## src/rtl/pst_pkg.sv

```systemverilog
package pst_pkg;
  typedef enum logic [1:0] {
    MODE_OFF      = 2'd0,
    MODE_ONESHOT  = 2'd1,
    MODE_PERIODIC = 2'd2,
    MODE_RSVD     = 2'd3
  } mode_e;

  typedef enum logic [1:0] {
    SRC_CARRIER = 2'd0,
    SRC_TIMER   = 2'd1,
    SRC_GPIO    = 2'd2,
    SRC_NONE    = 2'd3
  } src_e;

  typedef enum logic [1:0] {
    ANC_VALLEY = 2'd0,
    ANC_PEAK   = 2'd1,
    ANC_UP     = 2'd2,
    ANC_DOWN   = 2'd3
  } anchor_e;
endpackage

```

## src/rtl/pst_cfg_shadow.sv

```systemverilog
module pst_cfg_shadow import pst_pkg::*; #(
  parameter int CNT_W = 12,
  parameter int DEC_W = 4,
  parameter int DLY_W = 8
) (
  input  logic             clk_i,
  input  logic             rst_ni,
  input  logic [CNT_W-1:0] cnt_i,
  input  logic             wr_i,
  input  mode_e            mode_i,
  input  src_e             src_i,
  input  anchor_e          anc_i,
  input  logic [CNT_W-1:0] pos_i,
  input  logic [DEC_W-1:0] dec_i,
  input  logic [DLY_W-1:0] dly_i,
  output mode_e            mode_o,
  output src_e             src_o,
  output anchor_e          anc_o,
  output logic [CNT_W-1:0] pos_o,
  output logic [DEC_W-1:0] dec_o,
  output logic [DLY_W-1:0] dly_o,
  output logic             apply_o
);
  mode_e            sh_mode;
  src_e             sh_src;
  anchor_e          sh_anc;
  logic [CNT_W-1:0] sh_pos;
  logic [DEC_W-1:0] sh_dec;
  logic [DLY_W-1:0] sh_dly;
  logic             pend_q;
  logic             boundary;

  assign boundary = (cnt_i == '0);
  assign apply_o  = boundary && pend_q;

  always_ff @(posedge clk_i or negedge rst_ni) begin
    if (!rst_ni) begin
      sh_mode <= MODE_OFF;
      sh_src  <= SRC_CARRIER;
      sh_anc  <= ANC_VALLEY;
      sh_pos  <= '0;
      sh_dec  <= '0;
      sh_dly  <= '0;
      pend_q  <= 1'b0;
    end else if (wr_i) begin
      sh_mode <= mode_i;
      sh_src  <= src_i;
      sh_anc  <= anc_i;
      sh_pos  <= pos_i;
      sh_dec  <= dec_i;
      sh_dly  <= dly_i;
      pend_q  <= 1'b1;
    end else if (apply_o) begin
      pend_q  <= 1'b0;
    end
  end

  always_ff @(posedge clk_i or negedge rst_ni) begin
    if (!rst_ni) begin
      mode_o <= MODE_OFF;
      src_o  <= SRC_CARRIER;
      anc_o  <= ANC_VALLEY;
      pos_o  <= '0;
      dec_o  <= '0;
      dly_o  <= '0;
    end else if (apply_o) begin
      mode_o <= sh_mode;
      src_o  <= sh_src;
      anc_o  <= sh_anc;
      pos_o  <= sh_pos;
      dec_o  <= sh_dec;
      dly_o  <= sh_dly;
    end
  end


  cfg_at_boundary_chk: assert property (@(posedge clk_i) disable iff (!rst_ni)
    (cnt_i != '0) |=> $stable({mode_o, src_o, anc_o, pos_o, dec_o, dly_o}));
endmodule

```

## src/rtl/pst_anchor_det.sv

```systemverilog
module pst_anchor_det import pst_pkg::*; #(
  parameter int CNT_W = 12
) (
  input  logic             clk_i,
  input  logic             rst_ni,
  input  logic [CNT_W-1:0] cnt_i,
  input  logic             dir_i,
  input  logic [CNT_W-1:0] prd_i,
  input  logic [CNT_W-1:0] pos_i,
  input  anchor_e          anc_i,
  input  src_e             src_i,
  input  logic             timer_i,
  input  logic             gpio_i,
  output logic             hit_o
);
  logic gpio_q;
  logic carrier_hit;

  always_ff @(posedge clk_i or negedge rst_ni) begin
    if (!rst_ni) gpio_q <= 1'b0;
    else         gpio_q <= gpio_i;
  end

  always_comb begin
    unique case (anc_i)
      ANC_VALLEY: carrier_hit = (cnt_i == '0);
      ANC_PEAK:   carrier_hit = (cnt_i == prd_i);
      ANC_UP:     carrier_hit = (cnt_i == pos_i) && dir_i;
      ANC_DOWN:   carrier_hit = (cnt_i == pos_i) && !dir_i;
      default:    carrier_hit = 1'b0;
    endcase
  end

  always_comb begin
    unique case (src_i)
      SRC_CARRIER: hit_o = carrier_hit;
      SRC_TIMER:   hit_o = timer_i;
      SRC_GPIO:    hit_o = gpio_i && !gpio_q;
      default:     hit_o = 1'b0;
    endcase
  end


  gpio_level_once_chk: assert property (@(posedge clk_i) disable iff (!rst_ni)
    (src_i == SRC_GPIO && $stable(src_i) && hit_o) |=> !hit_o);
endmodule

```

## src/rtl/pst_fire_ctrl.sv

```systemverilog
module pst_fire_ctrl import pst_pkg::*; #(
  parameter int DEC_W = 4
) (
  input  logic             clk_i,
  input  logic             rst_ni,
  input  logic             hit_i,
  input  mode_e            mode_i,
  input  logic [DEC_W-1:0] dec_i,
  input  logic             shot_i,
  input  logic             apply_i,
  output logic             fire_o,
  output logic             armed_o
);
  logic [DEC_W-1:0] dec_cnt_q;
  logic [DEC_W-1:0] dec_last;
  logic             per_fire;
  logic             os_fire;

  assign dec_last = (dec_i <= DEC_W'(1)) ? '0 : dec_i - DEC_W'(1);
  assign per_fire = hit_i && (mode_i == MODE_PERIODIC) && (dec_cnt_q == '0);
  assign os_fire  = hit_i && (mode_i == MODE_ONESHOT) && armed_o;
  assign fire_o   = per_fire || os_fire;

  always_ff @(posedge clk_i or negedge rst_ni) begin
    if (!rst_ni) begin
      dec_cnt_q <= '0;
    end else if (apply_i) begin
      dec_cnt_q <= '0;
    end else if (hit_i && mode_i == MODE_PERIODIC) begin
      dec_cnt_q <= (dec_cnt_q >= dec_last) ? '0 : dec_cnt_q + DEC_W'(1);
    end
  end

  always_ff @(posedge clk_i or negedge rst_ni) begin
    if (!rst_ni)                                    armed_o <= 1'b0;
    else if (apply_i)                               armed_o <= 1'b0;
    else if (os_fire)                               armed_o <= 1'b0;
    else if (shot_i && mode_i == MODE_ONESHOT)      armed_o <= 1'b1;
  end


  oneshot_disarm_chk: assert property (@(posedge clk_i) disable iff (!rst_ni)
    (fire_o && mode_i == MODE_ONESHOT) |=> !armed_o);


  off_no_fire_chk: assert property (@(posedge clk_i) disable iff (!rst_ni)
    (mode_i == MODE_OFF) |-> !fire_o);
endmodule

```

## src/rtl/pst_delay_line.sv

```systemverilog
module pst_delay_line #(
  parameter int DLY_W = 8
) (
  input  logic             clk_i,
  input  logic             rst_ni,
  input  logic             fire_i,
  input  logic [DLY_W-1:0] dly_i,
  input  logic             clr_i,
  output logic             sample_o,
  output logic             overrun_o
);
  logic             busy_q;
  logic [DLY_W-1:0] rem_q;

  always_ff @(posedge clk_i or negedge rst_ni) begin
    if (!rst_ni) begin
      busy_q   <= 1'b0;
      rem_q    <= '0;
      sample_o <= 1'b0;
    end else begin
      sample_o <= 1'b0;
      if (busy_q) begin
        if (rem_q == '0) begin
          sample_o <= 1'b1;
          busy_q   <= 1'b0;
        end else begin
          rem_q <= rem_q - DLY_W'(1);
        end
      end else if (fire_i) begin
        busy_q <= 1'b1;
        rem_q  <= dly_i;
      end
    end
  end

  always_ff @(posedge clk_i or negedge rst_ni) begin
    if (!rst_ni)               overrun_o <= 1'b0;
    else if (clr_i)            overrun_o <= 1'b0;
    else if (fire_i && busy_q) overrun_o <= 1'b1;
  end


  single_pulse_chk: assert property (@(posedge clk_i) disable iff (!rst_ni)
    sample_o |=> !sample_o);


  overrun_set_chk: assert property (@(posedge clk_i) disable iff (!rst_ni)
    (fire_i && busy_q && !clr_i) |=> overrun_o);


  overrun_sticky_chk: assert property (@(posedge clk_i) disable iff (!rst_ni)
    (overrun_o && !clr_i) |=> overrun_o);


  pending_kept_chk: assert property (@(posedge clk_i) disable iff (!rst_ni)
    (busy_q && rem_q != '0) |=> busy_q);
endmodule

```

## src/rtl/pwm_sample_trigger.sv

```systemverilog
module pwm_sample_trigger import pst_pkg::*; #(
  parameter int CNT_W = 12,
  parameter int DEC_W = 4,
  parameter int DLY_W = 8
) (
  input  logic             clk_i,
  input  logic             rst_ni,
  input  logic [CNT_W-1:0] cnt_i,
  input  logic             cnt_dir_i,
  input  logic [CNT_W-1:0] prd_i,
  input  logic             timer_evt_i,
  input  logic             gpio_i,
  input  logic             shot_i,
  input  logic             cfg_wr_i,
  input  logic [1:0]       cfg_mode_i,
  input  logic [1:0]       cfg_src_i,
  input  logic [1:0]       cfg_anchor_i,
  input  logic [CNT_W-1:0] cfg_pos_i,
  input  logic [DEC_W-1:0] cfg_decim_i,
  input  logic [DLY_W-1:0] cfg_delay_i,
  output logic             sample_o,
  output logic             armed_o,
  output logic             overrun_o
);
  mode_e            act_mode;
  src_e             act_src;
  anchor_e          act_anc;
  logic [CNT_W-1:0] act_pos;
  logic [DEC_W-1:0] act_dec;
  logic [DLY_W-1:0] act_dly;
  logic             apply;
  logic             hit;
  logic             fire;

  pst_cfg_shadow #(.CNT_W(CNT_W), .DEC_W(DEC_W), .DLY_W(DLY_W)) i_cfg (
    .clk_i   (clk_i),
    .rst_ni  (rst_ni),
    .cnt_i   (cnt_i),
    .wr_i    (cfg_wr_i),
    .mode_i  (mode_e'(cfg_mode_i)),
    .src_i   (src_e'(cfg_src_i)),
    .anc_i   (anchor_e'(cfg_anchor_i)),
    .pos_i   (cfg_pos_i),
    .dec_i   (cfg_decim_i),
    .dly_i   (cfg_delay_i),
    .mode_o  (act_mode),
    .src_o   (act_src),
    .anc_o   (act_anc),
    .pos_o   (act_pos),
    .dec_o   (act_dec),
    .dly_o   (act_dly),
    .apply_o (apply)
  );

  pst_anchor_det #(.CNT_W(CNT_W)) i_det (
    .clk_i   (clk_i),
    .rst_ni  (rst_ni),
    .cnt_i   (cnt_i),
    .dir_i   (cnt_dir_i),
    .prd_i   (prd_i),
    .pos_i   (act_pos),
    .anc_i   (act_anc),
    .src_i   (act_src),
    .timer_i (timer_evt_i),
    .gpio_i  (gpio_i),
    .hit_o   (hit)
  );

  pst_fire_ctrl #(.DEC_W(DEC_W)) i_fire (
    .clk_i   (clk_i),
    .rst_ni  (rst_ni),
    .hit_i   (hit),
    .mode_i  (act_mode),
    .dec_i   (act_dec),
    .shot_i  (shot_i),
    .apply_i (apply),
    .fire_o  (fire),
    .armed_o (armed_o)
  );

  pst_delay_line #(.DLY_W(DLY_W)) i_dly (
    .clk_i     (clk_i),
    .rst_ni    (rst_ni),
    .fire_i    (fire),
    .dly_i     (act_dly),
    .clr_i     (apply),
    .sample_o  (sample_o),
    .overrun_o (overrun_o)
  );
endmodule

```

## config.mk

```make
export PLATFORM = sky130hd
export DESIGN_NAME = pwm_sample_trigger
export DESIGN_NICKNAME = d
export VERILOG_FILES = /design/src/rtl/pst_pkg.sv /design/src/rtl/pst_cfg_shadow.sv /design/src/rtl/pst_anchor_det.sv /design/src/rtl/pst_fire_ctrl.sv /design/src/rtl/pst_delay_line.sv /design/src/rtl/pwm_sample_trigger.sv
export SDC_FILE = /design/constraint.sdc
export NUM_CORES = 1
export LEC_CHECK = 0
export ABC_AREA = 1
export BUFFER_PORTS_ARGS = -buffer_cell sky130_fd_sc_hd__buf_2
export CORE_UTILIZATION = 42
export DETAILED_ROUTE_END_ITERATION = 10
export HOLD_SLACK_MARGIN = 0.08
export PLACE_DENSITY = 0.71
export SLEW_MARGIN = 40
export SYNTH_ARGS = -nofsm -noshare
export SYNTH_HDL_FRONTEND = slang
export SYNTH_SLANG_ARGS = --single-unit
```

## constraint.sdc

```tcl
create_clock -name clk_i -period 2.15 [get_ports clk_i]
set_clock_uncertainty 0.15 [all_clocks]
set_input_delay 0.1075 -clock clk_i [delete_from_list [all_inputs] [get_ports clk_i]]
set_output_delay 0.1075 -clock clk_i [all_outputs]
set_load 0.005 [all_outputs]
```

== After elaboration in Yosys (flattened, before gate mapping) ==
Index checks and enable logic that the tools add are counted.

* Add/subtract/negate cells: 3
* Eq/ne operators: 10
* Order comparisons: 2
* Mux-type cells: 21
* Reduce and logical (&&, ||, !) cells: 24

{| class="wikitable"
|+ Operators by type and width
! operator !! count
|-
| 12-bit == test || 2
|-
| 8-bit 2-to-1 mux || 3
|-
| 4-bit 2-to-1 mux || 4
|-
| 12-bit logical NOT || 1
|-
| 1-bit 2-to-1 mux || 12
|-
| 1-bit logical AND || 10
|-
| 2-bit == test (second input constant) || 4
|-
| 8-bit logical NOT || 1
|-
| 2-bit nonzero test || 4
|-
| 8-bit by 1-bit subtractor with 8-bit output (second input constant) || 1
|-
| 2-bit by 1-bit == test with 1-bit output (second input constant) || 3
|-
| 4-bit by 1-bit adder with 4-bit output (second input constant) || 1
|-
| 4-bit >= comparator || 1
|-
| 4-bit by 1-bit <= comparator with 1-bit output (second input constant) || 1
|-
| 2-bit logical NOT || 2
|-
| 4-bit logical NOT || 1
|-
| 1-bit one-hot mux with 4 select lines || 1
|-
| 4-bit by 1-bit subtractor with 4-bit output (second input constant) || 1
|-
| 1-bit one-hot mux with 3 select lines || 1
|-
| 3-bit nonzero test || 1
|-
| 1-bit logical NOT || 2
|-
| 2-bit != test (second input constant) || 1
|-
| 2-bit AND reduction || 1
|-
| 1-bit logical OR || 1
|}

* Bits in registers: 78
* Output and inout bits: 3
* Input port bits: 61

== Logic depth before layout (Yosys ltp) ==
* Depth after elaboration: 10
* Gate-level depth with buffers: 17

== Modules after synthesis ==
From an unflattened synthesis, not the netlist that was laid out.

* Cells, all modules: 591
* Area, all modules: 4,271.6 µm²

{| class="wikitable"
|+ By module, submodules not included
! module !! cells an instance !! seq. area each (µm²) !! area each (µm²) !! times used
|-
| pst_cfg_shadow || 276 || 1,526.5 || 2,456.1 || 1
|-
| pst_delay_line || 102 || 275.3 || 704.4 || 1
|-
| pst_anchor_det || 143 || 25.0 || 614.3 || 1
|-
| pst_fire_ctrl || 70 || 125.1 || 496.7 || 1
|}

== Worst setup path before layout ==
OpenSTA, ideal clock, no wires.

* Kind: reg-to-reg
* Start point: reg i_cfg.dec_o[0]
* End point: reg i_fire.dec_cnt_q[2]
* Data required time: 1.917 ns
* Library setup time: 0.083 ns
* Arrival time: 2.118 ns
* Setup slack: -0.201 ns
* Buffers on the path: 0
* Cell stages (with the launch flop): 16
* Cell sequence: dfrtp_1 > inv_1 > ha_1 > nor2_1 > nor3_1 > or2_2 > ha_1 > o21ai_0 > inv_1 > o21ai_0 > inv_1 > o21ai_0 > inv_1 > nor2_1 > nand3_1 > o21ai_0

* Longest elaborated chain between the ends: 6

{| class="wikitable"
|+ Ends and longest elaborated chain
! what !! RTL line !! text
|-
| start: declaration || pst_cfg_shadow.sv:20 || <nowiki>output logic [DEC_W-1:0] dec_o,</nowiki>
|-
| start signal: assignment || pst_cfg_shadow.sv:64 || <nowiki>dec_o <= '0;</nowiki>
|-
| start signal: assignment || pst_cfg_shadow.sv:71 || <nowiki>dec_o <= sh_dec;</nowiki>
|-
| 4-bit by 1-bit subtractor with 4-bit output or 4-bit by 1-bit <= comparator with 1-bit output (tied branches) || pst_fire_ctrl.sv:19 || <nowiki>assign dec_last = (dec_i <= DEC_W'(1)) ? '0 : dec_i - DEC_W'(1);</nowiki>
|-
| 4-bit 2-to-1 mux (*) || pst_fire_ctrl.sv:19 ||
|-
| 4-bit >= comparator (*) || pst_fire_ctrl.sv:30 || <nowiki>dec_cnt_q <= (dec_cnt_q >= dec_last) ? '0 : dec_cnt_q + DEC_W'(1);</nowiki>
|-
| 4-bit 2-to-1 mux (*) || pst_fire_ctrl.sv:30 ||
|-
| 4-bit 2-to-1 mux (*) || pst_fire_ctrl.sv:29 || <nowiki>end else if (hit_i && mode_i == MODE_PERIODIC) begin</nowiki>
|-
| 4-bit 2-to-1 mux (*) || pst_fire_ctrl.sv:27 || <nowiki>end else if (apply_i) begin</nowiki>
|-
| end signal: assignment || pst_fire_ctrl.sv:30 ||
|-
| end: declaration || pst_fire_ctrl.sv:14 || <nowiki>logic [DEC_W-1:0] dec_cnt_q;</nowiki>
|}

Every way passes the cells marked *; elsewhere a longest branch is shown, timed or not. The select of a mux whose other input is x is not followed.
A chain may end at the register's enable or synchronous reset.

== Final worst setup path ==
Same ends and word-level chain as after synthesis.

==> results by group <==
Worst setup path
  – Setup Crit Path Kind: reg -> reg
  – Largest stage delay on the critical path: 450 ps
  – Worst-path fanout max: 4
  – Critical Path End Type: register
  – Slowest-stage cell, CP: dfrtp_2
  – Worst Setup SP: i_cfg.dec_o[0]
  – Worst EP arrival: 2490 ps
  – Worst r2r src: i_cfg.dec_o[0]
  – Crit-path cells: inv_2 > ha_4 > nor2_4 > nor3_4 > nor2_1 > ha_1 > o21ai_2 > inv_1 > o21ai_1 > inv_1 > o21ai_1 > inv_1 > nor2_2 > nand3_1 > o21ai_2
  – Most Frequent Cell on Critical Path: inv_1
  – Req. time, crit path: 2280 ps
  – CP startpoint kind: register

Placement
  – Final HPWL DP: 5.87 mm
  – Global placer's final weighted congestion: 0.857
  – I/O Buffers: 63
  – Pre-CTS WS: -188 ps

Synth
  – EDFF count, synth: 0
  – Syn_nets: 572
  – Synthesis-stage register bit count: 78
  – Ys flop type: dfrtp_1
  – Avg Cell Area, Syn: 7.81 sq um
  – Sequential area share after synthesis: 49.8%
  – Syn Std Cell Area: 0.00392 sq mm
  – YS warnings: 0
  – Asr flop ratio synth: 100%
  – Mapped Cells: 502
  – Synth cell types: 33

Pwr
  – Comb pwr share: 9.9%
  – Pwr Density: 585 mW/mm^2
  – Sw power: 0.000723 W
  – Switching share of power: 24.4%
  – Clock Power Share: 37.7%
  – Leak: 2.72 nW
  – Pint: 0.00224 W
  – Flop pwr share: 52.4%
  – Maximum vdd drop: 0.000345 V

Final layout
  – Fraction of layout cells with a size suffix above 1: 19.4%
  – Most common cell after layout, fill and taps aside: nand2_1
  – Syn-to-layout area delta: 29.0%
  – Fill count: 801
  – Most frequent cells in the layout: 198 x nand2_1, 77 x dfrtp_1, 62 x buf_2
  – Fin util: 56.9%
  – Nets: 678
  – Diode count: 0

Clock network
  – Clock Sinks: 78
  – Worst-Skew Late Latency: 350 ps
  – Num CTS Buffers: 9
  – Clock transition at path regs: 80 ps
  – Max clock buf depth: 2
  – Clock root buffer: clkbuf_8
  – Htree depth: 3
  – TritonCTS clock tree: done

Die
  – Total core area: 0.00889 sq mm
  – # IOs: 64
  – # rows: 34
  – Die footprint: 0.00973 sq mm
  – Die width: 98.6 microns
  – Die Ht: 98.6 microns
  – Starting density of the core: 44.1%

Detailed routing
  – DR vias/cell: 4.79
  – Wire per inst: 11.9 microns
  – ANT nets after route: 0
  – DRC Markers: 0
  – WL final: 8.61 mm
  – Iteration-0 DRC Markers: 175
  – Via count: 3457
  – DR pass1 iterations: 4

Timing
  – Max Clk Rate: 423 MHz
  – Slew @ Worst Pin: 731 ps
  – Worst Setup Slack, final: -214 ps
  – Setup Viol. Count Final: 4
  – Max-slew headroom: 51.2%
  – Final Hold Vio Count: 0
  – Unrepaired setup endpoints after global routing: true
  – Tcrit/Tclk final: 110%
  – Slew Limit Fails: 0
  – Minimum clock period: 2360 ps

Global routing
  – Initial antenna violation count: 0
  – First-pass GRT wire length: 14.5 mm
  – Global route overflow: 0
  – Largest net degree at the start of global routing: 41
  – Global-route usage over all layers: 19.0%
  – Number of global-route vias before repair: 3344

Outcome
  – Failing checks: negative setup slack
  – Run status: finished, violations left

Min path
  – Hold Path Class: in -> async

Job
  – MaxCap Viol Count: 0
==> power groups by stage <==
| stage | registers [W] | logic, W | clock network [W] |
|---|---|---|---|
| after global routing | 0.00156 | 0.000333 | 0.00121 |
| after global placement | 0.00158 | 0.000235 | 0 |
| final | 0.00155 | 0.000293 | 0.00112 |
| after CTS | 0.00155 | 0.000292 | 0.00114 |
| after floorplan | 0.00157 | 0.000117 | 0 |
| after detailed placement | 0.00158 | 0.000242 | 0 |
==> cell type report <==
cell class                 count  area (sq um)  share of cell area [%]
sequential                    78          1950                    38.6
multi-input combinational    346          1750                    34.6
timing repair buffer         109           761                    15.0
inverter                      64           254                    5.02
clock buffer                  10           138                    2.72
tap                          108           135                    2.67
clock inverter                 6          67.6                    1.33
==> sequential cells by signal, summed over array words and instances (netlist names), 2 cells and up <==
| register | cells |
|---|---|
| i_cfg.sh_pos | 12 |
| i_cfg.pos_o | 12 |
| i_cfg.mode_o | 2 |
| i_cfg.dec_o | 4 |
| i_cfg.sh_dly | 8 |
| i_cfg.sh_mode | 2 |
| i_cfg.sh_anc | 2 |
| i_cfg.src_o | 2 |
| i_cfg.sh_src | 2 |
| i_dly.rem_q | 8 |
| i_cfg.dly_o | 8 |
| i_cfg.anc_o | 2 |
| i_fire.dec_cnt_q | 4 |
| i_cfg.sh_dec | 4 |
==> synth_stat cells, types with 2 or more instances <==
library cell	instances	area, sq um
nand3_1	23	115
xor2_1	6	52.6
inv_1	57	214
ha_1	9	113
clkbuf_1	11	41.3
nand2_4	2	22.5
a31oi_1	3	18.8
o21ai_0	43	215
nor2_1	22	82.6
nor4_1	3	18.8
nand4_1	6	37.5
buf_2	3	15.0
o22ai_1	2	12.5
nand2_1	198	743
or2_1	2	12.5
dfrtp_1	78	1950
or2_2	2	12.5
nor3_1	5	25.0
inv_2	5	18.8
nand3_4	2	35.0
xnor2_1	5	43.8
a21oi_1	4	20.0
==> critical path, delay by kind of cell (launching register included) <==
family          cells  cell delay (ps)
buf+inv             4              280
flops               1              450
compound gates      4              490
simple gates        5              480
fa+ha+maj           2              450
==> stage by stage <==
step	area, sq um	instances	TNS (ps)	hold WS [ps]	total power, W
global route	5060	721	-1460	169	0.00310
floorplan	3970	502	-15.3	-338	0.00169
detailed placement	4460	669	-626	-41.1	0.00182
global placement	4460	669	-172	-35.7	0.00181
CTS	5030	721	-619	135	0.00298
finish	5060	721	-711	112	0.00296
==> routing by layer <==
| metal | global-route usage [%] | vias to the layer above | routed length, microns |
|---|---|---|---|
| met4 | 8.15 | 0 | 174 |
| met3 | 2.70 | 16 | 250 |
| met1 | 22.4 | 1588 | 3780 |
| li1 | - | 1780 | - |
| met2 | 34.5 | 73 | 4410 |
| met5 | 0 | - | 0 |
==> worst paths after layout <==
path                            cells past startpoint  slack, ps                  end
worst max-delay path                               15       -210  i_fire.dec_cnt_q[2]
worst min-delay path                                2        110       i_cfg.pos_o[5]
worst max register to register                     15       -210  i_fire.dec_cnt_q[2]
worst min register to register                      2        320       i_cfg.pos_o[8]
max in group asynchronous                           3       1140       i_cfg.dec_o[0]
min in group clk_i                                  4        150      i_cfg.sh_dec[1]
==> kinds of logic after synthesis <==
kind of cell / after synthesis / synth area share, %
xor+xnor: 11 / 2.46
flops: 78 / 49.8
fa+ha+maj: 9 / 2.87
simple gates: 270 / 29.4
buf+inv: 78 / 7.91
compound gates: 56 / 7.59
==> repair_timing <==
action                                  4_1_cts  5_1_grt
resized for setup                             5        6
buffers inserted                              2        0
hold buffers                                 34        0
pin swaps                                     1        4
hold endpoints to repair                    110        0
endpoints found under the setup margin        5       13
cloned                                        0        0
(Power assumes the default switching activity.)
